--- src/rtl/sir_bof_pkg.sv ---
package sir_bof_pkg;
  localparam int BYTE_W = 8;
  typedef logic [BYTE_W-1:0] flag_byte_t;
  localparam flag_byte_t FLAG_CLOSE = 8'hC0;
  localparam flag_byte_t FLAG_FILL  = 8'hFF;

  function automatic flag_byte_t lead_pattern(input logic sel);
    return sel ? FLAG_CLOSE : FLAG_FILL;
  endfunction
endpackage

--- src/rtl/sir_bof_cfg.sv ---
module sir_bof_cfg (
  input  logic clk,
  input  logic rst,
  input  logic we,
  input  logic sel_in,
  output logic sel_q
);
  always_ff @(posedge clk) begin
    if (rst)     sel_q <= 1'b1;
    else if (we) sel_q <= sel_in;
  end
endmodule

--- src/rtl/sir_bof_count.sv ---
module sir_bof_count #(
  parameter int CNT_W = 6
) (
  input  logic             clk,
  input  logic             rst,
  input  logic             load,
  input  logic [CNT_W-1:0] load_val,
  input  logic             step,
  output logic             last_now,
  output logic             next_last
);
  localparam logic [CNT_W-1:0] ONE = CNT_W'(1);
  localparam logic [CNT_W-1:0] TWO = CNT_W'(2);

  logic [CNT_W-1:0] remain;

  always_ff @(posedge clk) begin
    if (rst)
      remain <= '0;
    else if (load)
      remain <= load_val;
    else if (step && remain != '0)
      remain <= remain - ONE;
  end

  // flag currently offered is the closing one
  assign last_now  = (remain == ONE);
  // flag to be offered after this edge is the closing one
  assign next_last = load ? (load_val == ONE) : (remain == TWO);
endmodule

--- src/rtl/sir_bof_emit.sv ---
module sir_bof_emit
  import sir_bof_pkg::*;
(
  input  logic       clk,
  input  logic       rst,
  input  logic       accept,
  input  logic       hs,
  input  logic       last_now,
  input  logic       next_last,
  input  logic       sel_now,
  output logic       out_valid,
  output flag_byte_t out_byte,
  output logic       done
);
  logic sel_lat;

  always_ff @(posedge clk) begin
    if (rst) begin
      out_valid <= 1'b0;
      out_byte  <= '0;
      done      <= 1'b0;
      sel_lat   <= 1'b1;
    end else begin
      done <= 1'b0;
      if (accept) begin
        sel_lat   <= sel_now;
        out_valid <= 1'b1;
        out_byte  <= next_last ? FLAG_CLOSE : lead_pattern(sel_now);
      end else if (hs) begin
        if (last_now) begin
          out_valid <= 1'b0;
          done      <= 1'b1;
        end else begin
          out_byte <= next_last ? FLAG_CLOSE : lead_pattern(sel_lat);
        end
      end
    end
  end
endmodule

--- src/rtl/sir_bof_seq.sv ---
module sir_bof_seq
  import sir_bof_pkg::*;
#(
  parameter int CNT_W = 6
) (
  input  logic             clk,
  input  logic             rst,
  input  logic             cfg_we,
  input  logic             cfg_sel,
  input  logic             start_req,
  input  logic [CNT_W-1:0] flag_count,
  input  logic             out_ready,
  output logic             out_valid,
  output logic [7:0]       out_byte,
  output logic             done
);
  logic             sel_q;
  logic             accept;
  logic             hs;
  logic             last_now;
  logic             next_last;
  logic [CNT_W-1:0] eff_count;

  assign accept    = start_req && !out_valid;
  assign hs        = out_valid && out_ready;
  assign eff_count = (flag_count == '0) ? CNT_W'(1) : flag_count;

  sir_bof_cfg u_cfg (
    .clk(clk), .rst(rst), .we(cfg_we), .sel_in(cfg_sel), .sel_q(sel_q)
  );

  sir_bof_count #(.CNT_W(CNT_W)) u_count (
    .clk(clk), .rst(rst), .load(accept), .load_val(eff_count),
    .step(hs), .last_now(last_now), .next_last(next_last)
  );

  sir_bof_emit u_emit (
    .clk(clk), .rst(rst), .accept(accept), .hs(hs),
    .last_now(last_now), .next_last(next_last), .sel_now(sel_q),
    .out_valid(out_valid), .out_byte(out_byte), .done(done)
  );
endmodule

--- config.mk ---
export PLATFORM = sky130hd
export DESIGN_NAME = sir_bof_seq
export DESIGN_NICKNAME = d
export VERILOG_FILES = /design/src/rtl/sir_bof_pkg.sv /design/src/rtl/sir_bof_cfg.sv /design/src/rtl/sir_bof_count.sv /design/src/rtl/sir_bof_emit.sv /design/src/rtl/sir_bof_seq.sv
export SDC_FILE = /design/constraint.sdc
export NUM_CORES = 1
export LEC_CHECK = 0
export ABC_AREA = 1
export BUFFER_PORTS_ARGS = -buffer_cell sky130_fd_sc_hd__buf_4
export CORE_MARGIN = 1.5
export CORE_UTILIZATION = 35
export DETAILED_ROUTE_END_ITERATION = 12
export GPL_TIMING_DRIVEN = 0
export SYNTH_ARGS = -nofsm -noshare
export SYNTH_HDL_FRONTEND = slang
export SYNTH_SLANG_ARGS = --single-unit
--- constraint.sdc ---
create_clock -name clk -period 1.6 [get_ports clk]
set_clock_uncertainty 0.1 [all_clocks]
set_input_delay 0.16 -clock clk [delete_from_list [all_inputs] [get_ports clk]]
set_output_delay 0.16 -clock clk [all_outputs]
set_load 0.005 [all_outputs]
## Word-level counts from Yosys, hierarchy flattened

Index checks and enable logic that the tools add are counted.

- RAM bits: 0
- Input port bits: 12
- Memories: 0
- Output and inout port bits: 10
- Bits in read-only memories: 0
- Word-level logic and storage cells: 39
- Bits in registers: 18
- Bits in latches: 0

- Multipliers: 0
- Div/mod/pow operators: 0
- Add/sub/neg operators: 1
- Shifts and indexed selects: 0
- Reductions and logical operators: 12
- Bitwise gates (word level): 1
- Mux-type cells: 15
- Eq/ne operators: 4
- $lt $le $gt $ge: 0

Operators with widths:

| kind | number |
|---|---|
| $mux W8 | 5 |
| $mux W6 | 5 |
| $eq A6 B1 Y1 const B | 2 |
| $eq A6 B2 Y1 const B | 1 |
| $logic_not A6 Y1 | 1 |
| $reduce_bool A2 Y1 | 3 |
| $reduce_bool A6 Y1 | 1 |
| $sub A6 B1 Y6 const B | 1 |
| $mux W1 | 5 |
| $reduce_and A2 Y1 | 2 |
| $logic_and A1 B1 Y1 | 3 |
| $reduce_or A3 Y1 | 1 |
| $ne A2 B1 Y1 const B | 1 |
| $logic_not A1 Y1 | 1 |
| $not A1 Y1 | 1 |

## Longest topological paths before layout

Gate-level depths: netlist (run 1).

- Word-level depth: 8
- Depth in mapped cells: 9
- Mapped depth without buffers: 9

## By module

From an unflattened synthesis (run 1), not the netlist that was laid out.

- Cells, all modules: 138
- Area, all modules: 874.6 um2

Modules (own cells, without submodules):

| module | seq. area each (um2) | instances | area each (um2) | cells an instance |
|---|---|---|---|---|
| sir_bof_count | 120.1 | 1 | 521.8 | 82 |
| sir_bof_emit | 100.1 | 1 | 247.7 | 35 |
| sir_bof_seq | 0.0 | 1 | 57.6 | 15 |
| sir_bof_cfg | 20.0 | 1 | 47.5 | 6 |

## Least setup slack after synthesis (run 1)

No wires, ideal clock.

- Kind: reg2reg
- Start: register u_count.remain[0]
- End: register u_count.remain[2]
- Path slack: 341 ps
- Buffers on the path: 0
- Stages on the path, launching flop included: 6
- Required time: 1,383 ps
- Setup time: 117 ps
- Period minus slack after synthesis: 1,259 ps
- Arrival time: 1,042 ps
- Cells stage by stage: dfxtp_1 -> inv_1 -> ha_1 -> xor2_1 -> o211ai_1 -> nor2_1

- Cells in the longest elaborated chain, start to end: 3
- Elaborated cells between the ends (all ways): 6
- Those cells by class: add/sub (1); mux (2); reduce/logical (3)

RTL lines:

| item | line | text |
|---|---|---|
| from (decl) | sir_bof_count.sv:15 | `logic [CNT_W-1:0] remain;` |
| from (signal assigned) | sir_bof_count.sv:21 | `remain <= load_val;` |
| from (signal assigned) | sir_bof_count.sv:23 | `remain <= remain - ONE;` |
| $sub A6 B1 Y6 / $reduce_bool A6 Y1 (equally long branches) | sir_bof_count.sv:23, sir_bof_count.sv:22 |  |
| $mux W6 / $logic_and A1 B1 Y1 (equally long branches) | sir_bof_count.sv:22 | `else if (step && remain != '0)` |
| $mux W6 / $reduce_bool A2 Y1 (equally long branches) | n/a |  |

Several ways; a longest one is shown, not always the timed one. The select of a mux whose other input is x is not followed.
A chain may end at the register's enable or synchronous reset.

==> results of run 1 <==
==> area by class of cell <==
class / count / area [sq um] / area share (%)
clock buffers: 4 / 36.3 / 3.49
flip-flops and latches: 12 / 240 / 23.1
multi-input cells: 78 / 432 / 41.6
plain buffers: 7 / 52.6 / 5.06
well taps: 27 / 33.8 / 3.25
inverters: 15 / 56.3 / 5.42
repair buffers: 24 / 188 / 18.1
==> metrics by stage <==
stage	instance area [sq um]	hold slack (ns)	utilization [%]	worst slack, ns	power, W
detailed placement	972	0.262	48.1	0.211	0.000650
global placement	972	0.262	48.1	0.236	0.000645
CTS	1040	0.0624	51.4	0.0954	0.000910
floorplan	781	0.129	-	0.341	0.000555
global route	1040	0.0748	51.4	0.00930	0.000961
finish	1040	0.0643	51.4	0.0700	0.000896
==> logic make-up (layout without fill, tap and decap cells) <==
family                   after synthesis  in the layout  share of synthesized area (%)
buffers and inverters                 22             50                           13.9
flip-flops                            12             12                           30.8
XOR/XNOR                               2              2                           2.24
AO/OA/AOI/OAI                         14             14                           10.1
adder cells (fa/ha/maj)                4              4                           6.41
AND/OR/NAND/NOR                       58             58                           36.5
==> power by group through the flow <==
stage	logic (W)	registers, W	clock network, W
5_1_grt	0.000322	0.000365	0.000274
2_1_floorplan	0.000193	0.000361	0
3_3_place_gp	0.000279	0.000366	0
3_5_place_dp	0.000283	0.000367	0
4_1_cts	0.000293	0.000360	0.000257
6_report	0.000291	0.000360	0.000246
==> metal layers <==
layer  vias to the layer above  part of all wire, %  routed length (microns)
li1                        403                    -                        -
met1                       330                   47                      793
met2                        16                   46                      779
met3                         4                  4.9                       82
met4                         0                  1.5                       26
met5                         -                    0                        0
==> how the worst max path moves through the flow <==
stage / startpoint / to
2_1_floorplan: u_count.remain[0] / u_count.remain[2]
3_3_place_gp: u_count.remain[0] / u_count.remain[1]
3_5_place_dp: u_count.remain[0] / u_count.remain[1]
4_1_cts: cfg_we / u_cfg.sel_q
5_1_grt: rst / u_cfg.sel_q
6_report: cfg_we / u_cfg.sel_q
==> cells in the mapped netlist (2+ instances only) <==
library cell | count | area (sq um)
nand2_1 | 23 | 86.3
nand2_2 | 3 | 18.8
nor2_1 | 16 | 60.1
nand3_1 | 6 | 30.0
inv_1 | 14 | 52.6
nor2_4 | 2 | 22.5
nand3_2 | 2 | 20.0
a21oi_1 | 5 | 25.0
dfxtp_1 | 12 | 240
ha_1 | 4 | 50.1
o21ai_0 | 6 | 30.0
buf_4 | 7 | 52.6
==> worst register-to-register path, stage by stage, from the launching register on <==
cell	delay, ns
dfxtp_1	0.36
inv_1	0.16
ha_1	0.18
nand3_2	0.09
nand2_4	0.13
nand2_2	0.11
nor2_1	0.12
nor3_2	0.04
==> placed cells by master, fill, tap and decap left out, types with 3 or more instances in the layout <==
| cell type | instances |
|---|---|
| dfxtp_1 | 12 |
| o21ai_0 | 6 |
| ha_1 | 4 |
| inv_1 | 14 |
| nor2_1 | 16 |
| dlygate4sd3_1 | 3 |
| clkbuf_4 | 3 |
| buf_4 | 28 |
| a21oi_1 | 5 |
| nand2_2 | 3 |
| nand3_1 | 6 |
| nand2_1 | 23 |
==> sequential cells by signal (all words and copies together), names as in the netlist <==
register          cells
u_cfg.sel_q           1
u_count.remain        6
u_emit.done           1
u_emit.out_byte       2
u_emit.out_valid      1
u_emit.sel_lat        1
==> flow_metrics.env, run 1 <==
export IMPL_grt_pass1_vias=639
export IMPL_rrSetupSlack_ns=0.20
export IMPL_ctsHoldBuffers=3
export IMPL_dieHeight_microns=50.2
export IMPL_antenna_found_initial=0
export IMPL_hold_path_depth=3
export IMPL_path_clk_slew_ns=0.08
export IMPL_critPathSlowestCell="dlygate4sd3_1"
export IMPL_areaGrowthSynthToFinish_pct=33.0
export IMPL_core_area_sq_um=2020
export IMPL_fin_crit_ns=1.53
export IMPL_crit_type="primary input to flip-flop"
export IMPL_viasPerCell=4.51
export IMPL_synth_edf_count=0
export IMPL_top_usage_layer="met2"
export IMPL_n_fill_cell=223
export IMPL_port_buffer_count=21
export IMPL_drt_iter0_markers=6
export IMPL_switchingPower_w=0.000285
export IMPL_reg2reg_to="u_count.remain[1]"
export IMPL_p_comb_share_pct=32.4
export IMPL_cp_end_kind="flip-flop"
export IMPL_fin_setup_tns_ns=0
export IMPL_whs_endpoint="u_emit.out_valid"
export IMPL_grt_pass1_wl_microns=2610
export IMPL_syn_area_sq_um=781
export IMPL_fin_nets=157
export IMPL_die_area_sq_um=2520
export IMPL_vias=753
export IMPL_timing_final_crit_share_pct=95.6
export IMPL_crit_buf_inv=3
export IMPL_final_cells=167
export IMPL_grtUsageTotal_pct=13.5
export IMPL_drt_total_wl_microns=1680
export IMPL_worstPathCellList="dlygate4sd3_1, buf_4, a21oi_1, o21ai_0, dlygate4sd3_1"
export IMPL_worstHoldPathType="primary input to flip-flop"
export IMPL_numCtsBuffers=3
export IMPL_yosysSeqAreaShare_pct=30.8
export IMPL_outcome="completed"
export IMPL_p_int_w=0.000611
export IMPL_clk_latency_ns=0.27
export IMPL_seq_power_share_pct=40.2
export IMPL_leakage_nw=0.543
export IMPL_num_antenna_cells=0
export IMPL_cp_start_kind="primary input"
export IMPL_arrival_ns=1.60
export IMPL_grt_overflow=0
export IMPL_synth_flop_cell="dfxtp_1"
export IMPL_routedWlPerCell_microns=10.1
export IMPL_die_x_microns=50.2
export IMPL_drt_first_pass_iters=4
export IMPL_hold_violations=0
export IMPL_cts_tree="built"
export IMPL_start_util_pct=38.6
export IMPL_cts_htree_levels=1
export IMPL_rsz0062_at_grt="false"
export IMPL_grt_util_met2_pct=22.4
export IMPL_worst_ep_required_time_ns=1.67
export IMPL_clock_root_buffer="clkbuf_4"
export IMPL_placementRows=16
export IMPL_hold_start="start_req"
export IMPL_clockBufferDepth=2
export IMPL_grt_max_degree=11
export IMPL_cp_top_family="buffers and inverters"
export IMPL_peakVddDrop_mv=0.485
export IMPL_powerDensity_nw_per_um2=863
export IMPL_cts_resized=0
export IMPL_slowest_delay_ns=0.56
export IMPL_r2r_start="u_count.remain[0]"
export IMPL_drv_slew=0
export IMPL_worst_path_stages=5
export IMPL_p_clk_share_pct=27.4
export IMPL_fmax_ghz=0.654
export IMPL_postRouteAntennaNets=0
export IMPL_ios=22
export IMPL_gr_usage_met1_pct=16.7
export IMPL_drc=0
export IMPL_netlist_instances=112
export IMPL_swShare_pct=31.8
export IMPL_ys_async_sr_fraction_pct=0
export IMPL_postCtsSetupRepairBufs=0
export IMPL_yosys_warnings=0
export IMPL_use_met3_pct=2.38
export IMPL_cts_num_sinks=12
export IMPL_layout_drive_gt1_share_pct=31.4
export IMPL_hpwl_microns=1280
export IMPL_cp_max_fo=2
export IMPL_gp_congestion=0.767
export IMPL_ys_ff_latch=12
export IMPL_setup_viol_count_final=0
export IMPL_cpMostUsedCell="dlygate4sd3_1"
export IMPL_max_slew_margin_pct=81.9
export IMPL_avgSynthCellArea_sq_um=6.97
export IMPL_synth_nets=128
export IMPL_ff2ff_path_depth=7
export IMPL_tightestPinTransition_ns=0.272
export IMPL_drv_cap=0
export IMPL_synthDistinctLibCells=24
export IMPL_dp_cells=160
(Power assumes the default switching activity.)
==> run 2: changes to the inputs <==
--- a/config.mk
+++ b/config.mk
@@ -9,8 +9,10 @@
 export BUFFER_PORTS_ARGS = -buffer_cell sky130_fd_sc_hd__buf_4
 export CORE_MARGIN = 1.5
 export CORE_UTILIZATION = 35
+export CTS_BUF_LIST = sky130_fd_sc_hd__clkbuf_16
 export DETAILED_ROUTE_END_ITERATION = 12
 export GPL_TIMING_DRIVEN = 0
+export MAX_ROUTING_LAYER = met4
 export SYNTH_ARGS = -nofsm -noshare
 export SYNTH_HDL_FRONTEND = slang
 export SYNTH_SLANG_ARGS = --single-unit
==> run 2 against run 1 <==
First-iteration DRC count is 17% higher; flip-flop and latch count stayed put; critical endpoint is now u_count.remain[1]; highest routed layer unchanged; fmax is 9.5% higher; power is 24% higher; core utilization is 0.62 points higher; clock power is 89% higher; cell count is 1.8% lower.
==> flow_metrics.env, run 2 (synthesis gave the netlist of run 1 again) <==
export IMPL_regMostFlops="u_count.remain"
export IMPL_clk_latency_ns=0.24
export IMPL_core_area_sq_um=2020
export IMPL_fin_setup_tns_ns=0
export IMPL_max_slew_margin_pct=81.6
export IMPL_ctsHoldBuffers=0
export IMPL_cts_htree_levels=1
export IMPL_path_clk_slew_ns=0.04
export IMPL_slowest_delay_ns=0.34
export IMPL_drt_first_pass_iters=4
export IMPL_ios=22
export IMPL_largest_reg_flops=6
export IMPL_crit_type="flip-flop to flip-flop"
export IMPL_arrival_ns=1.42
export IMPL_cts_resized=0
export IMPL_cp_max_fo=9
export IMPL_rsz0062_at_grt="false"
export IMPL_viasPerCell=4.46
export IMPL_worst_ep_required_time_ns=1.63
export IMPL_cp_start_kind="flip-flop"
export IMPL_leakage_nw=0.549
export IMPL_start_util_pct=38.6
export IMPL_antenna_found_initial=0
export IMPL_die_area_sq_um=2520
export IMPL_worst_path_stages=7
export IMPL_hold_violations=0
export IMPL_drv_slew=0
export IMPL_drt_iter0_markers=7
export IMPL_layout_commonest_cell="buf_4"
export IMPL_n_fill_cell=221
export IMPL_crit_buf_inv=1
export IMPL_pre_cts_slack_ns=0.211
export IMPL_fin_nets=154
export IMPL_grt_pass1_vias=639
export IMPL_dieHeight_microns=50.2
export IMPL_gp_congestion=0.777
export IMPL_grt_overflow=0
export IMPL_drv_cap=0
export IMPL_seqCellArea_sq_um=240
export IMPL_holdWs_ns=0.0103
export IMPL_cp_end_kind="flip-flop"
export IMPL_outcome="completed"
export IMPL_powerDensity_nw_per_um2=1060
export IMPL_layout_common_cells="buf_4 (28), nand2_1 (23), nor2_1 (16)"
export IMPL_timing_final_crit_share_pct=87.3
export IMPL_postLayoutCoreUtil_pct=52.0
export IMPL_vias=732
export IMPL_setup_viol_count_final=0
export IMPL_grt_max_degree=11
export IMPL_layout_drive_gt1_share_pct=31.4
export IMPL_dpl_cell_area_sq_um=972
export IMPL_cp_top_family="simple AND/OR/NAND/NOR gates"
export IMPL_grt_pass1_wl_microns=2640
export IMPL_fin_crit_ns=1.40
export IMPL_clock_root_buffer="clkbuf_16"
export IMPL_num_antenna_cells=0
export IMPL_tightestPinTransition_ns=0.275
export IMPL_largestRegisters="u_count.remain: 6 flops, u_emit.out_byte: 2 flops"
export IMPL_cts_tree="built"
export IMPL_worstPathCellList="inv_1, ha_1, nand3_2, nand2_4, nand2_2, nor2_1, nor3_2"
export IMPL_multi_input_area_sq_um=432
export IMPL_clockBufferDepth=2
export IMPL_drt_total_wl_microns=1680
export IMPL_hpwl_microns=1280
export IMPL_die_x_microns=50.2
export IMPL_hold_path_depth=2
export IMPL_placementRows=16
export IMPL_peakVddDrop_mv=0.716
export IMPL_worstHoldPathType="primary input to flip-flop"
export IMPL_cts_num_sinks=12
export IMPL_setup_slack_ns=0.203
export IMPL_rrSetupSlack_ns=0.20
export IMPL_postRouteAntennaNets=0
export IMPL_areaGrowthSynthToFinish_pct=34.6
export IMPL_ff2ff_path_depth=7
export IMPL_port_buffer_count=21
export IMPL_routedWlPerCell_microns=10.2
export IMPL_final_cell_area_sq_um=1050
export IMPL_cp_endpoint="u_count.remain[1]"
export IMPL_reg2reg_to="u_count.remain[1]"
export IMPL_cp_startpoint="u_count.remain[0]"
export IMPL_postCtsSetupRepairBufs=0
export IMPL_drc=0
export IMPL_numCtsBuffers=3
export IMPL_critPathSlowestCell="dfxtp_1"
export IMPL_r2r_start="u_count.remain[0]"
export IMPL_hold_start="cfg_we"
export IMPL_fmax_ghz=0.716
export IMPL_grtUsageTotal_pct=14.2
[run 2: cell count changes in the layout (fill, tap and decap cells not counted), sizes merged]
cell | previous run | this run
clkinv | 0 | 1
dlygate4sd3 | 3 | 0
clkbuf | 4 | 3
[run 2: where the power goes]
group          total [W]  switching (W)  internal, W
Combinational   0.000284       0.000142     0.000142
Clock           0.000464       0.000135     0.000329
Sequential      0.000362      0.0000348     0.000327
[run 2: cell type report]
class                   instances  area share, %
well taps                      27           3.21
multi-input cells              78           41.1
clock inverters                 1          0.357
clock buffers                   3           7.14
plain buffers                   7           5.00
repair buffers                 21           15.0
inverters                      15           5.36
flip-flops and latches         12           22.9
[run 2: worst min-delay path by stage]
stage,endpoint,slack [ns]
2_1_floorplan,u_count.remain[0],0.13
5_1_grt,u_count.remain[5],0.02
4_1_cts,u_cfg.sel_q,0.01
3_5_place_dp,u_cfg.sel_q,0.26
6_report,u_cfg.sel_q,0.01
3_3_place_gp,u_cfg.sel_q,0.26
[run 2: per-layer routing]
metal	GRT usage [%]	vias to the layer above	wire (microns)
li1	-	400	-
met1	17.1	311	811
met2	22.6	17	749
met3	2.98	4	79
met4	6.94	0	36
met5	-	-	0
[run 2: per-stage QoR]
stage / std cells / power [W]
finish: 164 / 0.00111
global route: 164 / 0.00117
CTS: 164 / 0.00112
detailed placement: 160 / 0.000650
global placement: 160 / 0.000645
floorplan: 112 / 0.000555
[run 2: worst register-to-register path, cell delays in order, from the launching register on]
cell	delay, ns
dfxtp_1	0.34
inv_1	0.16
ha_1	0.18
nand3_2	0.09
nand2_4	0.13
nand2_2	0.11
nor2_1	0.13
nor3_2	0.04
==> run 3: changes to the inputs <==
--- a/config.mk
+++ b/config.mk
@@ -13,6 +13,7 @@
 export DETAILED_ROUTE_END_ITERATION = 12
 export GPL_TIMING_DRIVEN = 0
 export MAX_ROUTING_LAYER = met4
+export RECOVER_POWER = 25
 export SYNTH_ARGS = -nofsm -noshare
 export SYNTH_HDL_FRONTEND = slang
 export SYNTH_SLANG_ARGS = --single-unit
==> run 3 against run 2 <==
Die area is the same; design area is the same; non-clock buffer count is the same; core utilization unchanged; hold slack better by 0.00061 ns; register-to-register slack barely moved; combinational power about the same; worst setup slack barely moved; count of clock-buffer cells in the layout unchanged; largest cell class unchanged.
==> flow_metrics.env, run 3 (synthesis gave the netlist of run 1 again) <==
export IMPL_outcome="completed"
export IMPL_max_slew_margin_pct=81.8
export IMPL_die_x_microns=50.2
export IMPL_clk_latency_ns=0.24
export IMPL_cp_top_family="simple AND/OR/NAND/NOR gates"
export IMPL_critPathSlowestCell="dfxtp_1"
export IMPL_cts_htree_levels=1
export IMPL_clockBufferDepth=2
export IMPL_cp_end_kind="flip-flop"
export IMPL_drv_slew=0
export IMPL_worstHoldPathType="primary input to flip-flop"
export IMPL_drc=0
export IMPL_viasPerCell=4.46
export IMPL_placementRows=16
export IMPL_setup_slack_ns=0.204
export IMPL_ctsHoldBuffers=0
export IMPL_crit_type="flip-flop to flip-flop"
export IMPL_tightestPinTransition_ns=0.273
export IMPL_final_cell_area_sq_um=1050
export IMPL_gp_congestion=0.777
export IMPL_postCtsSetupRepairBufs=0
export IMPL_powerDensity_nw_per_um2=1050
export IMPL_cp_start_kind="flip-flop"
export IMPL_cp_max_fo=9
export IMPL_hold_violations=0
export IMPL_rsz0062_at_grt="false"
export IMPL_start_util_pct=38.6
export IMPL_drt_first_pass_iters=4
export IMPL_grt_pass1_wl_microns=2640
export IMPL_finalPower_w=0.00111
export IMPL_regMostFlops="u_count.remain"
export IMPL_drv_cap=0
export IMPL_grtUsageTotal_pct=14.2
export IMPL_fin_setup_tns_ns=0
export IMPL_grt_overflow=0
export IMPL_ios=22
export IMPL_arrival_ns=1.42
export IMPL_setup_viol_count_final=0
export IMPL_holdWs_ns=0.0109
export IMPL_cts_tree="built"
export IMPL_die_area_sq_um=2520
export IMPL_dpl_cell_area_sq_um=972
export IMPL_timing_final_crit_share_pct=87.3
export IMPL_drt_total_wl_microns=1670
export IMPL_crit_buf_inv=1
export IMPL_largestRegisters="u_count.remain: 6 flops, u_emit.out_byte: 2 flops"
export IMPL_grt_pass1_vias=639
export IMPL_layout_drive_gt1_share_pct=31.4
export IMPL_vias=732
export IMPL_clock_root_buffer="clkbuf_16"
export IMPL_slowest_delay_ns=0.34
export IMPL_layout_common_cells="buf_4 (24), nand2_1 (23), nor2_1 (16)"
export IMPL_port_buffer_count=21
export IMPL_worst_ep_required_time_ns=1.63
export IMPL_cts_resized=0
export IMPL_grt_max_degree=11
export IMPL_largest_reg_flops=6
export IMPL_leakage_nw=0.548
export IMPL_drt_iter0_markers=7
export IMPL_routedWlPerCell_microns=10.2
export IMPL_path_clk_slew_ns=0.04
export IMPL_fin_nets=154
export IMPL_areaGrowthSynthToFinish_pct=34.6
export IMPL_peakVddDrop_mv=0.713
export IMPL_dieHeight_microns=50.2
export IMPL_pre_cts_slack_ns=0.211
export IMPL_num_antenna_cells=0
export IMPL_fmax_ghz=0.716
export IMPL_core_area_sq_um=2020
export IMPL_fin_crit_ns=1.40
export IMPL_layout_commonest_cell="buf_4"
export IMPL_antenna_found_initial=0
export IMPL_worstPathCellList="inv_1, ha_1, nand3_2, nand2_4, nand2_2, nor2_1, nor3_2"
export IMPL_numCtsBuffers=3
export IMPL_cts_num_sinks=12
export IMPL_hpwl_microns=1280
export IMPL_postRouteAntennaNets=0
==> run 3: cell count changes in the layout (fill, tap and decap cells not counted), sizes merged <==
cell,delta
buf,-4
clkbuf,+4
==> run 3: report_power, final <==
part           total (W)  internal (W)  switching [W]
combinational   0.000283      0.000141       0.000142
clock           0.000463      0.000329       0.000134
sequential      0.000362      0.000327      0.0000348
total            0.00111      0.000798       0.000311
==> run 3: layout make-up <==
type | count | area (sq um)
multi-input combinational | 78 | 432
fill | 221 | 971
buffer | 7 | 52.6
timing repair buffer | 21 | 158
tap | 27 | 33.8
clock buffer | 3 | 75.1
clock inverter | 1 | 3.75
sequential | 12 | 240
inverter | 15 | 56.3
==> run 3: per-stage QoR <==
step / utilization, % / std cells
global route: 52.0 / 164
global placement: 48.1 / 160
floorplan: - / 112
finish: 52.0 / 164
CTS: 52.0 / 164
detailed placement: 48.1 / 160
==> run 3: final timing paths <==
kind / endpoint / cells past startpoint / startpoint / slack (ns)
setup / recovery: u_count.remain[1] / 7 / u_count.remain[0] / 0.20
hold / removal: u_cfg.sel_q / 2 / cfg_we / 0.01
setup reg to reg: u_count.remain[1] / 7 / u_count.remain[0] / 0.20
hold reg to reg: u_cfg.sel_q / 2 / u_cfg.sel_q / 0.36
==> run 3: routing by layer <==
| layer | global-route usage (%) | part of all wire, % |
|---|---|---|
| met1 | 17.1 | 49 |
| met2 | 22.6 | 45 |
| met3 | 2.98 | 4.7 |
| met4 | 6.94 | 2.0 |
| met5 | - | 0 |
